**src/rtl/cplx_frac_mul.sv**
```systemverilog
module cplx_frac_mul #(
  parameter int W = 16
) (
  input  logic         clk,
  input  logic         rst_n,
  input  logic [W-1:0] x_re,
  input  logic [W-1:0] x_im,
  input  logic         conj_x,
  input  logic         x_ld,
  input  logic [W-1:0] y_re,
  input  logic [W-1:0] y_im,
  input  logic         conj_y,
  input  logic         y_ld,
  input  logic         rnd,
  input  logic         re_en,
  input  logic         im_en,
  output logic [W-1:0] p_re,
  output logic [W-1:0] p_im,
  output logic         p_vld
);
  localparam int PW = 2 * W;
  localparam int SW = PW + 2;
  localparam logic signed [W-1:0]  MINV = {1'b1, {(W-1){1'b0}}};
  localparam logic signed [W-1:0]  MAXV = {1'b0, {(W-1){1'b1}}};
  localparam logic signed [PW-1:0] PTRAP = {2'b00, {(PW-2){1'b1}}};
  localparam logic signed [SW-1:0] HALF = SW'(1) <<< (W - 2);

  function automatic logic signed [W-1:0] neg_sat(input logic signed [W-1:0] v);
    return (v == MINV) ? MAXV : -v;
  endfunction

  function automatic logic signed [PW-1:0] fmul(input logic signed [W-1:0] a,
                                                input logic signed [W-1:0] b);
    logic signed [PW-1:0] p;
    p = a * b;
    return (a == MINV && b == MINV) ? PTRAP : p;
  endfunction

  function automatic logic signed [W-1:0] scale_sat(input logic signed [SW-1:0] s);
    logic signed [SW-1:0] q;
    q = s >>> (W - 1);
    if (q > SW'(MAXV)) return MAXV;
    if (q < SW'(MINV)) return MINV;
    return q[W-1:0];
  endfunction

  logic signed [W-1:0] xr_q, xi_q, yr_q, yi_q;
  logic cx_q, cy_q, rnd_q, ree_q, ime_q, vld_q;

  always_ff @(posedge clk or negedge rst_n) begin
    if (!rst_n) begin
      xr_q <= '0; xi_q <= '0; cx_q <= 1'b0;
      yr_q <= '0; yi_q <= '0; cy_q <= 1'b0;
      rnd_q <= 1'b0; ree_q <= 1'b0; ime_q <= 1'b0; vld_q <= 1'b0;
    end else begin
      if (x_ld) begin
        xr_q <= x_re; xi_q <= x_im; cx_q <= conj_x;
      end
      if (y_ld) begin
        yr_q <= y_re; yi_q <= y_im; cy_q <= conj_y;
      end
      rnd_q <= rnd;
      ree_q <= re_en;
      ime_q <= im_en;
      vld_q <= x_ld | y_ld;
    end
  end

  wire logic signed [W-1:0] xi_c = cx_q ? neg_sat(xi_q) : xi_q;
  wire logic signed [W-1:0] yi_c = cy_q ? neg_sat(yi_q) : yi_q;

  logic signed [PW-1:0] rr_q, ii_q, ri_q, ir_q;
  logic rnd_1, ree_1, ime_1, vld_1;

  always_ff @(posedge clk or negedge rst_n) begin
    if (!rst_n) begin
      rr_q <= '0; ii_q <= '0; ri_q <= '0; ir_q <= '0;
      rnd_1 <= 1'b0; ree_1 <= 1'b0; ime_1 <= 1'b0; vld_1 <= 1'b0;
    end else begin
      rr_q <= fmul(xr_q, yr_q);
      ii_q <= fmul(xi_c, yi_c);
      ri_q <= fmul(xr_q, yi_c);
      ir_q <= fmul(xi_c, yr_q);
      rnd_1 <= rnd_q; ree_1 <= ree_q; ime_1 <= ime_q; vld_1 <= vld_q;
    end
  end

  wire logic signed [SW-1:0] bias   = rnd_1 ? HALF : '0;
  wire logic signed [SW-1:0] sum_re = SW'(rr_q) - SW'(ii_q) + bias;
  wire logic signed [SW-1:0] sum_im = SW'(ri_q) + SW'(ir_q) + bias;

  logic signed [W-1:0] re_2, im_2;
  logic ree_2, ime_2, vld_2;

  always_ff @(posedge clk or negedge rst_n) begin
    if (!rst_n) begin
      re_2 <= '0; im_2 <= '0; ree_2 <= 1'b0; ime_2 <= 1'b0; vld_2 <= 1'b0;
    end else begin
      re_2 <= scale_sat(sum_re);
      im_2 <= scale_sat(sum_im);
      ree_2 <= ree_1; ime_2 <= ime_1; vld_2 <= vld_1;
    end
  end

  always_ff @(posedge clk or negedge rst_n) begin
    if (!rst_n) begin
      p_re <= '0; p_im <= '0; p_vld <= 1'b0;
    end else begin
      p_re  <= ree_2 ? re_2 : '0;
      p_im  <= ime_2 ? im_2 : '0;
      p_vld <= vld_2;
    end
  end
endmodule

```
**config.mk**
```make
export PLATFORM = sky130hd
export DESIGN_NAME = cplx_frac_mul
export DESIGN_NICKNAME = d
export VERILOG_FILES = /design/src/rtl/cplx_frac_mul.sv
export SDC_FILE = /design/constraint.sdc
export NUM_CORES = 2
export LEC_CHECK = 0
export ABC_AREA = 1
export BUFFER_PORTS_ARGS = -buffer_cell sky130_fd_sc_hd__buf_2
export CORE_MARGIN = 8
export CORE_UTILIZATION = 60
export DETAILED_ROUTE_END_ITERATION = 6
export PLACE_DENSITY_LB_ADDON = 0.2
export SLEW_MARGIN = 10
export SYNTH_ARGS = -nofsm -noshare
export SYNTH_HDL_FRONTEND = slang
export SYNTH_SLANG_ARGS = --single-unit
```
**constraint.sdc**
```tcl
create_clock -name clk -period 10.1 [get_ports clk]
set_input_delay 0 -clock clk [delete_from_list [all_inputs] [get_ports clk]]
set_output_delay 0 -clock clk [all_outputs]
set_load 0.05 [all_outputs]
```
; Yosys cells after proc, flatten, opt, wreduce, memory -nomap -nowiden
; Index checks and enable logic that the tools add are counted.
[totals]
reg_bits = 270
latchBits = 0
ramBits = 0
mem_bits_ro = 0
wordCells = 76
n_memories = 0
[classes]
addsub = 6
n_mul = 4
n_div = 0
n_lt_le_gt_ge = 4
n_eq_ne = 6
shifts = 0
n_mux = 25
n_bitwise = 1
n_reduce_logical = 4
[op_table]
columns = cell, n
row1 = 16-bit 2-to-1 mux, 14
row2 = 16-bit by 16-bit multiplier with 32-bit output, 4
row3 = 32-bit 2-to-1 mux, 4
row4 = 16-bit equality test (second input constant), 6
row5 = 33-bit by 16-bit adder with 34-bit output, 2
row6 = 19-bit by 16-bit greater-than comparator with 1-bit output (second input constant), 2
row7 = 19-bit by 16-bit less-than comparator with 1-bit output (second input constant), 2
row8 = 32-bit by 32-bit adder with 33-bit output, 1
row9 = 32-bit by 32-bit subtractor with 33-bit output, 1
row10 = 16-bit negation, 2
row11 = 15-bit 2-to-1 mux, 1
row12 = 1-bit 2-to-1 mux, 6
row13 = 1-bit logical AND, 4
row14 = 1-bit OR, 1

; Longest topological paths before layout
[depth]
ltp_word = 7
depth_mapped = 35
mapped_depth_nobuf = 34

; Least setup slack after synthesis
; No wires, ideal clock.
[synth_path]
path_kind = register to register
startpoint = register yi_q[0]
endpoint = register ri_q[30]
setup_time_ns = 0.114
arrival_time_ns = 6.433
required_ns = 9.986
slack_ns = 3.554
path_stages_with_launch = 31
path_buffers = 2
period_less_slack_ns = 6.546
cell_sequence = dfrtp_1 -> inv_1 -> ha_1 -> nand4_1 -> nor2_2 -> nand4_4 -> buf_6 -> inv_1 -> nor2_1 -> inv_1 -> buf_2 -> nand2_1 -> fa_1 -> inv_1 -> fa_1 -> fa_1 -> fa_1 -> inv_1 -> fa_1 -> inv_1 -> fa_1 -> ha_1 -> inv_1 -> nor3_1 -> nand2_1 -> nor3_1 -> nand2_1 -> nand3_1 -> nand2_1 -> nand2_1 -> inv_1
[synth_between]
elab_chain_cells = 6
elab_cells_between_ends = 8
cone_classes = add/sub (1) / mul (1) / eq/ne (2) / mux (3) / reduce/logical (1)
[synth_lines]
columns = item, line
row1 = "start, declared", 47  ; logic signed [W-1:0] xr_q, xi_q, yr_q, yi_q;
row2 = "start signal, assigned", 60  ; yr_q <= y_re; yi_q <= y_im; cy_q <= conj_y;
row3 = 16-bit negation or 16-bit equality test (tied branches), 29  ; return (v == MINV) ? MAXV : -v;
row4 = 16-bit 2-to-1 mux, 29
row5 = 16-bit 2-to-1 mux (*), 70  ; wire logic signed [W-1:0] yi_c = cy_q ? neg_sat(yi_q) : yi_q;
row6 = branches (longest 2 deep; another with 16-bit by 16-bit multiplier with 32-bit output), n/a
row7 = 32-bit 2-to-1 mux (*), 36  ; return (a == MINV && b == MINV) ? PTRAP : p;
row8 = "end signal, assigned", 82  ; ri_q <= fmul(xr_q, yi_c);
row9 = "end, declared", 72  ; logic signed [PW-1:0] rr_q, ii_q, ri_q, ir_q;
; Every way passes the cells marked *.
; A chain may end at the register's enable or synchronous reset.

; Worst setup path after layout
[layout_path]
startpoint = register cy_q
endpoint = register ri_q[28]
[layout_between]
elab_chain_cells = 4
elab_cells_between_ends = 5
cone_classes = mul (1) / eq/ne (1) / mux (2) / reduce/logical (1)
[layout_lines]
columns = item, line
row1 = "start, declared", 48  ; logic cx_q, cy_q, rnd_q, ree_q, ime_q, vld_q;
row2 = "start signal, assigned", 60
row3 = 16-bit 2-to-1 mux (*), 70
row4 = branches (longest 2 deep; another with 16-bit by 16-bit multiplier with 32-bit output), n/a
row5 = 32-bit 2-to-1 mux (*), 36
; Marks and branches as above.

==> flow_metrics.tcl <==
set metrics [dict create \
    syn_inst 6948 \
    ys_ff_latch 270 \
    hold_class "input port to async pin" \
    grt_pass1_vias 47300 \
    maxCapViolCount 0 \
    slew_headroom_pct 19.4 \
    fp.dieH_um 319 \
    crit_fanout 17 \
    clock_latency_ns 0.61 \
    drive_gt1_share_pct 4.30 \
    io_pins 106 \
    min_period_ns 8.50 \
    min_period_over_period_pct 84.1 \
    cts_setup_buffers 0 \
    setup_viol 0 \
    synth_area_leaders "fa_1 (38%), dfrtp_1 (12%), inv_1 (12%)" \
    critPathLaunchType "flop" \
    cp.arrival_ns 8.95 \
    hold_slack_ns 0.0313 \
    grt_pass1_wl_mm 266 \
    clock-sinks 270 \
    yosysTopAreaCell "fa_1" \
    async_flop_share_pct 100 \
    synthTopCellsByCount "inv_1 (1,785), nand2_1 (1,588), fa_1 (1,050)" \
    status "finished, final reports clean" \
    r2r_setup_slack_ns 1.60 \
    numCtsBuffers 36 \
    tritoncts "built" \
    wirelength_mm 171 \
    gp_congestion 1.08 \
    rows 111 \
    report.final.slew_viol_count 0 \
    io_buffers 105 \
    synth_edf_count 0 \
    first_pass_iters 7 \
    final_antenna_net_count 0 \
    cts-htree-levels 2 \
    initial_core_util_pct 60.4 \
    critPathKind "flop to flop" \
    fmax_mhz 118 \
    synth.distinct_cells 47 \
    crit_path_start "cy_q" \
    root_buffer "clkbuf_16" \
    fin_tns_setup_ns 0 \
    grt_max_degree 118 \
    clk_path_buf_depth 3 \
    area.growth.synth_to_final_pct 6.48 \
    synth_warnings 0 \
    die-width_um 319 \
    syn_area_um2 55200 \
    dieArea_um2 102000 \
    fin_nets 8577 \
    syn_nets 8523 \
    worstMarginPinSlew_ns 1.20 \
    cts_resized 0 \
    viasPerCell 5.52 \
    grt_use_total_pct 33.8 \
    synth_most_common_cell "inv_1" \
    finClkSkew_ns 0.0266 \
    synth_top_area_share_pct 38.1 \
    yosysSeqAreaShare_pct 12.2 \
    place_hpwl_mm 139 \
    avgRoutedWirePerCell_um 20.7 \
    synth-main-ff-cell "dfrtp_1" \
    cp-end-kind "flop" \
    syn_area_per_cell_um2 7.94 \
    worstReg2RegStart "cy_q" \
    antenna_found_initial 5 \
    gr-total-overflow 0 \
    coreArea_um2 91400 \
    cts.reportedPaths.clkPinSlew_ns 0.06 \
    critPathRequiredTime_ns 10.56 \
    finalHoldViolations 0 \
    drc 0 \
    vias 45400 \
    rsz0062_at_grt "no" \
    drtIter0Drc 3951 \
]
[flip-flops by register name, summed over array words and instances (netlist names), 32 cells and up]
name,flops
ii_q,32
ri_q,32
ir_q,32
rr_q,32
[worst max-delay path, stage by stage (launching register included)]
cell	delay [ns]
dfrtp_1	0.77
inv_1	0.44
o21ai_0	0.32
xor2_1	0.21
nor2_1	0.07
buf_4	0.22
inv_1	0.61
nand2_1	0.32
fa_1	0.61
inv_1	0.07
fa_1	0.85
fa_1	0.54
fa_1	0.47
fa_1	0.54
inv_1	0.05
fa_1	0.58
inv_1	0.07
ha_1	0.39
a21oi_1	0.26
o21ai_0	0.22
a211oi_1	0.42
nand3_1	0.13
nand2_1	0.08
nand3_1	0.07
[stage by stage]
| stage | area, µm² | util (%) | worst slack, ns | instances |
|---|---|---|---|---|
| 3_3_place_gp | 56700 | 62.1 | 1.84 | 8080 |
| 6_report | 58700 | 64.3 | 1.60 | 8219 |
| 5_1_grt | 58700 | 64.3 | 1.31 | 8216 |
| 2_1_floorplan | 55200 | - | 3.55 | 6948 |
| 3_5_place_dp | 56700 | 62.1 | 1.83 | 8080 |
| 4_1_cts | 58700 | 64.3 | 1.80 | 8216 |
[what timing repair did]
item | CTS | global route
endpoints found under the setup margin | 0 | 0
hold buffers | 70 | 0
hold endpoints to repair | 184 | 0
[area by class of cell]
class                           instances  area (µm²)
Antenna cell                            3        7.51
Clock buffer                           42         973
Clock inverter                         24         319
Fill cell                            8063       32600
Inverter                             1811        6800
Multi-Input combinational cell       4650       40700
Sequential cell                       270        6760
Tap cell                             1186        1480
Timing Repair Buffer                  233        1670
[worst paths after layout]
check / end / cells past startpoint
max reg2reg: ri_q[28] / 23
min reg2reg: ime_1 / 0
max: ri_q[28] / 23
max in group asynchronous: yi_q[6] / 4
min: p_re[13] / 2
min in group clk: ime_q / 2
[kinds of logic (layout without fill, tap and decap cells)]
logic type | Yosys count | after routing | synth area share [%]
AND/OR/NAND/NOR | 2534 | 2534 | 18.5
other | 0 | 3 | 0
XOR/XNOR | 130 | 130 | 2.06
buffers and inverters | 2028 | 2110 | 13.9
AO/OA/AOI/OAI | 484 | 484 | 4.93
flip-flops | 270 | 270 | 12.2
adder cells (fa/ha/maj) | 1502 | 1502 | 48.4
[per-layer routing]
layer  wire length [µm]  track usage, %  vias to the layer above
li1                   -               -                    20400
met1              68100            44.9                    22500
met2              75200            52.6                     2161
met3              20200            11.2                      396
met4               7010            11.1                        6
met5                 56               0                        -
[cell usage in the layout, fill, tap and decap left out, drive strengths merged]
master,n
nor4,7
o31ai,3
a22oi,1
a21o,25
and2,1
a211oi,6
o211ai,5
dfrtp,270
nor3,43
a221oi,1
nand4,45
or2,15
clkbuf,42
clkinvlp,4
o21bai,32
a22o,1
a21oi,188
a31oi,13
o21ai,177
fa,1050
nand3,201
a21boi,15
ha,452
a31o,9
nand3b,6
nand2,1596
diode,3
o21a,8
xnor2,55
bufinv,5
inv,1805
clkinv,21
dlygate4sd3,70
nor2,618
xor2,75
buf,163
and3,2
Power is not shown: default switching activity piles up to over one toggle a cycle in this logic, so the estimate is an artifact.
